==> src/rtl/rcr_pkg.sv <==
package rcr_pkg;
  localparam int unsigned NUM_CAUSES = 6;

  // Bit positions inside the cause word.
  localparam int unsigned IDX_INIT  = 0;  // init pin or hardware watchdog
  localparam int unsigned IDX_STBY  = 1;  // standby pin
  localparam int unsigned IDX_SWDT  = 2;  // software watchdog
  localparam int unsigned IDX_EXT   = 3;  // reset pin
  localparam int unsigned IDX_SWRST = 4;  // software reset
  localparam int unsigned IDX_LOWV  = 5;  // low-voltage reset

  typedef logic [NUM_CAUSES-1:0] cause_vec_t;
endpackage

==> src/rtl/rcr_rst_sync.sv <==
module rcr_rst_sync #(
  parameter int unsigned STAGES = 2
) (
  input  logic clk_i,
  input  logic rst_ni,
  output logic rst_sync_no
);
  logic [STAGES-1:0] sync_q;
  logic [STAGES-1:0] sync_d;

  always_comb begin
    sync_d = {sync_q[STAGES-2:0], 1'b1};
  end

  always_ff @(posedge clk_i or negedge rst_ni) begin
    if (!rst_ni) sync_q <= '0;
    else         sync_q <= sync_d;
  end

  assign rst_sync_no = sync_q[STAGES-1];
endmodule

==> src/rtl/rcr_sticky_bit.sv <==
// Single flag: set wins over clear, holds otherwise.
module rcr_sticky_bit (
  input  logic clk_i,
  input  logic rst_ni,
  input  logic set_i,
  input  logic clr_i,
  output logic q_o
);
  logic en;
  logic d;

  always_comb begin
    en = set_i | clr_i;
    d  = set_i;
  end

  always_ff @(posedge clk_i or negedge rst_ni) begin
    if (!rst_ni)  q_o <= 1'b0;
    else if (en)  q_o <= d;
  end
endmodule

==> src/rtl/rcr_cause_enc.sv <==
// Maps the individual source pulses onto cause-word set bits.
module rcr_cause_enc
  import rcr_pkg::*;
(
  input  logic       init_pin_i,
  input  logic       hw_wdt_i,
  input  logic       standby_i,
  input  logic       sw_wdt_i,
  input  logic       ext_rst_i,
  input  logic       sw_rst_i,
  input  logic       lowv_i,
  output cause_vec_t set_o,
  output logic       wdt_evt_o
);
  always_comb begin
    set_o            = '0;
    set_o[IDX_INIT]  = init_pin_i | hw_wdt_i;
    set_o[IDX_STBY]  = standby_i;
    set_o[IDX_SWDT]  = sw_wdt_i;
    set_o[IDX_EXT]   = ext_rst_i;
    set_o[IDX_SWRST] = sw_rst_i;
    set_o[IDX_LOWV]  = lowv_i;
    wdt_evt_o        = hw_wdt_i | sw_wdt_i;
  end
endmodule

==> src/rtl/rcr_init_guard.sv <==
// Remembers a watchdog pulse so the next stage strobe spares the cause word.
module rcr_init_guard (
  input  logic clk_i,
  input  logic rst_ni,
  input  logic wdt_evt_i,
  input  logic stage_init_i,
  output logic init_clr_o
);
  logic armed_q;
  logic arm_set;
  logic keep;

  always_comb begin
    arm_set    = wdt_evt_i & ~stage_init_i;
    keep       = armed_q | wdt_evt_i;
    init_clr_o = stage_init_i & ~keep;
  end

  rcr_sticky_bit armed_i (
    .clk_i  (clk_i),
    .rst_ni (rst_ni),
    .set_i  (arm_set),
    .clr_i  (stage_init_i),
    .q_o    (armed_q)
  );
endmodule

==> src/rtl/rst_cause_reg.sv <==
module rst_cause_reg
  import rcr_pkg::*;
#(
  parameter int unsigned SYNC_STAGES = 2
) (
  input  logic                  clk_i,
  input  logic                  rst_ni,
  input  logic                  init_pin_i,
  input  logic                  hw_wdt_i,
  input  logic                  standby_i,
  input  logic                  sw_wdt_i,
  input  logic                  ext_rst_i,
  input  logic                  sw_rst_i,
  input  logic                  lowv_i,
  input  logic                  stage_init_i,
  input  logic                  rd_i,
  input  logic                  cpuf_clr_i,
  output logic [NUM_CAUSES-1:0] cause_o,
  output logic                  cpu_fail_o
);
  logic       rst_sync_n;
  cause_vec_t set_vec;
  logic       wdt_evt;
  logic       init_clr;
  logic       word_clr;
  cause_vec_t flags_q;

  rcr_rst_sync #(.STAGES(SYNC_STAGES)) rst_sync_i (
    .clk_i       (clk_i),
    .rst_ni      (rst_ni),
    .rst_sync_no (rst_sync_n)
  );

  rcr_cause_enc enc_i (
    .init_pin_i (init_pin_i),
    .hw_wdt_i   (hw_wdt_i),
    .standby_i  (standby_i),
    .sw_wdt_i   (sw_wdt_i),
    .ext_rst_i  (ext_rst_i),
    .sw_rst_i   (sw_rst_i),
    .lowv_i     (lowv_i),
    .set_o      (set_vec),
    .wdt_evt_o  (wdt_evt)
  );

  rcr_init_guard guard_i (
    .clk_i        (clk_i),
    .rst_ni       (rst_sync_n),
    .wdt_evt_i    (wdt_evt),
    .stage_init_i (stage_init_i),
    .init_clr_o   (init_clr)
  );

  always_comb begin
    word_clr = rd_i | init_clr;
  end

  for (genvar b = 0; b < NUM_CAUSES; b++) begin : g_flag
    rcr_sticky_bit flag_i (
      .clk_i  (clk_i),
      .rst_ni (rst_sync_n),
      .set_i  (set_vec[b]),
      .clr_i  (word_clr),
      .q_o    (flags_q[b])
    );
  end

  rcr_sticky_bit cpuf_i (
    .clk_i  (clk_i),
    .rst_ni (rst_sync_n),
    .set_i  (hw_wdt_i),
    .clr_i  (cpuf_clr_i),
    .q_o    (cpu_fail_o)
  );

  assign cause_o = flags_q;
endmodule

==> config.mk <==
export PLATFORM = sky130hd
export DESIGN_NAME = rst_cause_reg
export DESIGN_NICKNAME = d
export VERILOG_FILES = /design/src/rtl/rcr_pkg.sv /design/src/rtl/rcr_rst_sync.sv /design/src/rtl/rcr_sticky_bit.sv /design/src/rtl/rcr_cause_enc.sv /design/src/rtl/rcr_init_guard.sv /design/src/rtl/rst_cause_reg.sv
export SDC_FILE = /design/constraint.sdc
export NUM_CORES = 1
export LEC_CHECK = 0
export BUFFER_PORTS_ARGS = -buffer_cell sky130_fd_sc_hd__buf_2
export CAP_MARGIN = 30
export CORE_AREA = 2 2 39 41
export DETAILED_ROUTE_END_ITERATION = 6
export DIE_AREA = 0 0 41 43
export GPL_TIMING_DRIVEN = 0
export PLACE_DENSITY = 0.69
export SETUP_SLACK_MARGIN = 0.5
export SYNTH_ARGS = -nofsm -noshare
export SYNTH_HDL_FRONTEND = slang
export SYNTH_SLANG_ARGS = --single-unit
==> constraint.sdc <==
create_clock -name clk_i -period 0.8 [get_ports clk_i]
set_input_delay 0.04 -clock clk_i [delete_from_list [all_inputs] [get_ports clk_i]]
set_output_delay 0.04 -clock clk_i [all_outputs]
set_load 0.02 [all_outputs]
== Word-level counts from Yosys, hierarchy flattened ==
Cells that the tools add are included.

* Bitwise gates (word level): 16

{| class="wikitable"
|+ Operators with widths
! cell !! number
|-
| $or A1 B1 Y1 || 12
|-
| $and A1 B1 Y1 || 2
|-
| $not A1 Y1 || 2
|}

* Word-level logic and storage cells: 25
* Register bits after elaboration: 10
* Output and inout bits: 7
* Bits of input ports: 12

== Depth between registers and ports, before layout ==
* Depth in word-level cells: 6
* Mapped depth: 2
* Mapped depth without buffers: 2

== Cells and area by module ==
From an unflattened synthesis, not the netlist that was laid out.

* Cells, all modules: 37
* Area, all modules: 421.7 µm²

{| class="wikitable"
|+ By module, submodules not included
! module !! instances !! cells an instance !! area an instance (µm²) !! sequential area each (µm²)
|-
| rcr_sticky_bit || 8 || 3 || 36.3 || 25.0
|-
| rcr_rst_sync || 1 || 3 || 53.8 || 50.0
|-
| rcr_cause_enc || 1 || 7 || 50.0 || 0.0
|-
| rcr_init_guard || 1 || 2 || 21.3 || 0.0
|-
| rst_cause_reg || 1 || 1 || 6.3 || 0.0
|}

== Worst setup path before layout ==
Ideal clock, no wire load.

* Path kind: flip-flop to flip-flop
* From: register guard_i.armed_i.q_o
* To: register g_flag[2].flag_i.q_o
* Arrival time: 941 ps
* Setup time: 120 ps
* Stages on the path, launching flop included: 3
* Path buffers: 0
* Path slack: -260 ps
* Required time: 680 ps
* Clock period less this slack: 1060 ps
* Path through: dfrtp_1 -> or3b_1 -> a31o_1

* Cells in the longest elaborated chain, start to end: 5

{| class="wikitable"
|+ RTL lines
! what !! line !! text
|-
| start, declared || rcr_sticky_bit.sv:7 || <nowiki>output logic q_o</nowiki>
|-
| start signal, assigned || rcr_sticky_bit.sv:18 || <nowiki>if (!rst_ni) q_o <= 1'b0;</nowiki>
|-
| start signal, assigned || rcr_sticky_bit.sv:19 || <nowiki>else if (en) q_o <= d;</nowiki>
|-
| $or A1 B1 Y1 || rcr_init_guard.sv:15 || <nowiki>keep = armed_q | wdt_evt_i;</nowiki>
|-
| $not A1 Y1 || rcr_init_guard.sv:16 || <nowiki>init_clr_o = stage_init_i & ~keep;</nowiki>
|-
| $and A1 B1 Y1 || rcr_init_guard.sv:16 ||
|-
| $or A1 B1 Y1 || rst_cause_reg.sv:55 || <nowiki>word_clr = rd_i | init_clr;</nowiki>
|-
| $or A1 B1 Y1 || rcr_sticky_bit.sv:13 || <nowiki>en = set_i | clr_i;</nowiki>
|-
| end signal, assigned || rcr_sticky_bit.sv:18 ||
|-
| end signal, assigned || rcr_sticky_bit.sv:19 ||
|-
| end, declared || rcr_sticky_bit.sv:7 ||
|}

Every way passes these cells.
A chain may end at the register's enable or synchronous reset.

== Final worst setup path ==
Same ends and word-level chain as after synthesis.

==> summary.txt <==
Status
  – Status: finished, violations left
  – Failing checks: negative hold slack, negative setup slack

Clock network
  – Hold buffer count at cts: 1
  – CTS Root Cell: clkbuf_4
  – Num CTS Buffers: 3
  – Worst-path clk slew: 0.06 ns
  – Longest Clk Path Bufs: 2
  – H-Tree Depth: 1
  – CTS tree: yes
  – Clock latency at the later pin of the worst-skew pair: 0.26 ns
  – Clock net sink count: 10

Power and ir drop
  – Part of the power in registers: 49.3%
  – Sw power: 0.276 mW
  – Pwr/cell area: 1700 nW/um^2
  – Worst VDD drop: 0.000940 V
  – Clock Power Share: 30.5%
  – Cell Int Power: 0.877 mW
  – Sw Share: 23.9%
  – Total Power: 1.15 mW
  – Comb pwr share: 20.2%
  – Leakage: 0.328 nW

Global route
  – Largest net degree at the start of global routing: 9
  – Gr usage total: 11.2%
  – GRT overflow: 0
  – First-pass GRT wire length: 1230 microns
  – Vias in the first global route: 317
  – Initial antenna violation count: 0

Die
  – Die area: 1760 sq um
  – Initial Utilization: 31.5%
  – Floorplan row count: 14
  – Die height: 43 microns
  – IO Pins: 19
  – CORE AREA: 1380 sq um
  – Die X: 41 microns

Cells and area
  – Area occupied by multi-input gates: 136 sq um
  – Fillers: 143
  – Final #Nets: 75
  – Layout Utilization: 48.9%
  – Register area: 253 sq um
  – Diodes inserted: 0
  – Final instance area: 677 sq um
  – P&R area growth vs syn: 55.5%
  – Final std cells w/o fill: 78
  – Share of layout cells above drive strength 1: 56.5%

STA
  – Setup TNS: -1.90 ns
  – Max Slew Vio Count: 0
  – Final Hold Vio Count: 6
  – Fin Hold WS: -0.0393 ns
  – Final period util: 134%
  – RSZ-0062 raised after global routing: true
  – Skew final: 0.00172 ns
  – Max Fclk: 930 MHz
  – Setup WS post-layout: -0.276 ns
  – Minimum clock period: 1.08 ns
  – Count of final setup violators: 13

Route
  – Detailed Route WL: 760 microns
  – Post-route DRC violation count: 0
  – DR iter-0 viols: 4
  – TritonRoute pass-1 iters: 2
  – WL/cell: 9.74 microns
  – Vias per cell: 4.27
  – DR vias: 333
  – DRT antenna net count: 0

Worst setup path
  – Crit-path leading delay family: flip-flops
  – Crit path kind: flop to flop
  – R2r endpoint: g_flag[2].flag_i.q_o$_DFFE_PN0P_
  – CP Data Required Time: 0.95 ns
  – CP peak stage delay: 0.42 ns
  – Critical path launch point type: flop
  – Crit-path max FO: 3
  – FF-to-FF path depth: 2
  – Critical R2R Launch: guard_i.armed_i.q_o$_DFFE_PN0P_
  – Flop2flop setup slack: -0.28 ns
  – Crit path max-delay cell type: dfrtp_1
  – Signal arrival time at the worst endpoint: 1.23 ns
  – Worst setup EP type: flop
  – Worst path bufs/invs: 0
  – Worst path cell trace: or3b_1 > a31o_1

Synth
  – YS warnings: 0
  – Synth cell types: 13
  – Post-Synth Adder-Cell Area: 0%
  – Post-Syn Nets: 48
  – Synthesized instance count: 36
  – Syn Area/Cell: 12.1 sq um
  – Simple-gate portion of the synthesized area: 17.5%
  – Largest family of logic cells by synthesized area: simple AND/OR/NAND/NOR gates
  – Multiplexer area fraction after synthesis: 0%
  – Synth Register Bits: 10
  – Post-synthesis compound-gate area fraction: 12.1%
  – Synth Cell Area: 435 sq um
  – Synth Area in XOR/XNOR: 0%
  – Seq/Total Area, Yosys: 57.5%

Min path
  – HP Class: primary input to flop
  – Hold Path End: guard_i.armed_i.q_o$_DFFE_PN0P_
  – Worst hold start: stage_init_i
  – Hold path depth: 2

Place
  – Post-detail-place hpwl: 565 microns
  – Placed instance count: 70
  – Port-buffer cells: 18
  – Setup WS pre-CTS: -0.295 ns
  – GPL Wtd Cong: 0.618
  – Placed Area: 571 sq um

Flow run
  – Maxcap violations: 0
==> how the worst max path moves through the flow <==
stage | from | cells after the start | end | slack, ns
5_1_grt | guard_i.armed_i.q_o$_DFFE_PN0P_ | 2 | g_flag[2].flag_i.q_o$_DFFE_PN0P_ | -0.31
3_3_place_gp | guard_i.armed_i.q_o$_DFFE_PN0P_ | 2 | g_flag[2].flag_i.q_o$_DFFE_PN0P_ | -0.27
6_report | guard_i.armed_i.q_o$_DFFE_PN0P_ | 2 | g_flag[2].flag_i.q_o$_DFFE_PN0P_ | -0.28
2_1_floorplan | guard_i.armed_i.q_o$_DFFE_PN0P_ | 2 | g_flag[2].flag_i.q_o$_DFFE_PN0P_ | -0.26
3_5_place_dp | guard_i.armed_i.q_o$_DFFE_PN0P_ | 2 | g_flag[0].flag_i.q_o$_DFFE_PN0P_ | -0.29
4_1_cts | guard_i.armed_i.q_o$_DFFE_PN0P_ | 2 | g_flag[2].flag_i.q_o$_DFFE_PN0P_ | -0.29
==> power groups by stage <==
stage / registers, mW / clock network, mW / logic [mW]
after CTS: 0.569 / 0.375 / 0.231
after detailed placement: 0.579 / 0 / 0.180
after floorplan: 0.577 / 0 / 0.113
after global placement: 0.577 / 0 / 0.178
after global routing: 0.574 / 0.396 / 0.254
final: 0.569 / 0.352 / 0.232
==> logic make-up after synthesis <==
family,Yosys count
compound gates,7
buf+inv,8
flops,10
other cells,1
simple gates,10
==> routing by layer <==
layer	global-route usage, %	up-vias	share of wire [%]
li1	-	163	-
met2	16.3	15	50
met1	11.4	153	40
met4	8.00	0	1.2
met3	6.28	2	8.7
met5	0	-	0
==> synthesized netlist by cell type, drive strengths merged <==
cell / n / area share (%)
o21bai: 4 / 6.9
or3b: 1 / 2.0
buf: 6 / 10
conb: 1 / 0.86
nand2b: 5 / 7.2
a21o: 1 / 2.0
o21ai: 1 / 1.1
dfrtp: 10 / 57
nor4b: 1 / 5.5
inv: 2 / 1.7
nor3: 1 / 1.1
a31o: 1 / 2.0
nor2: 2 / 1.7
==> repair_timing <==
item	in CTS	in global routing
resized for setup	15	1
setup endpoints to repair	17	24
pin swaps	2	3
buffers inserted	2	1
endpoints found under the hold margin	8	6
==> state kept, by name, indices dropped and copies added (netlist names) <==
name                 cells
g_flag.flag_i.q_o        6
rst_sync_i.sync_q        2
cpuf_i.q_o               1
guard_i.armed_i.q_o      1
==> cell type report <==
type | count | share of cell area, %
buffer | 6 | 9.98
multi-input combinational | 18 | 20.1
timing repair buffer | 22 | 24.6
clock buffer | 4 | 3.88
sequential | 10 | 37.3
inverter | 2 | 1.11
tap | 16 | 2.96
==> placed cells by master (no fill, tap or decap) <==
cell / instances
dlygate4sd3_1: 1
buf_2: 11
a21o_2: 1
nor3_1: 1
dfrtp_2: 2
nor4b_4: 1
inv_1: 2
buf_6: 13
conb_1: 1
o21bai_1: 4
or3b_1: 1
buf_4: 3
o21ai_2: 1
clkbuf_4: 3
a31o_1: 1
nor2_1: 2
clkbuf_1: 1
nand2b_1: 5
dfrtp_1: 8
Power figures use the tool's default switching activity.
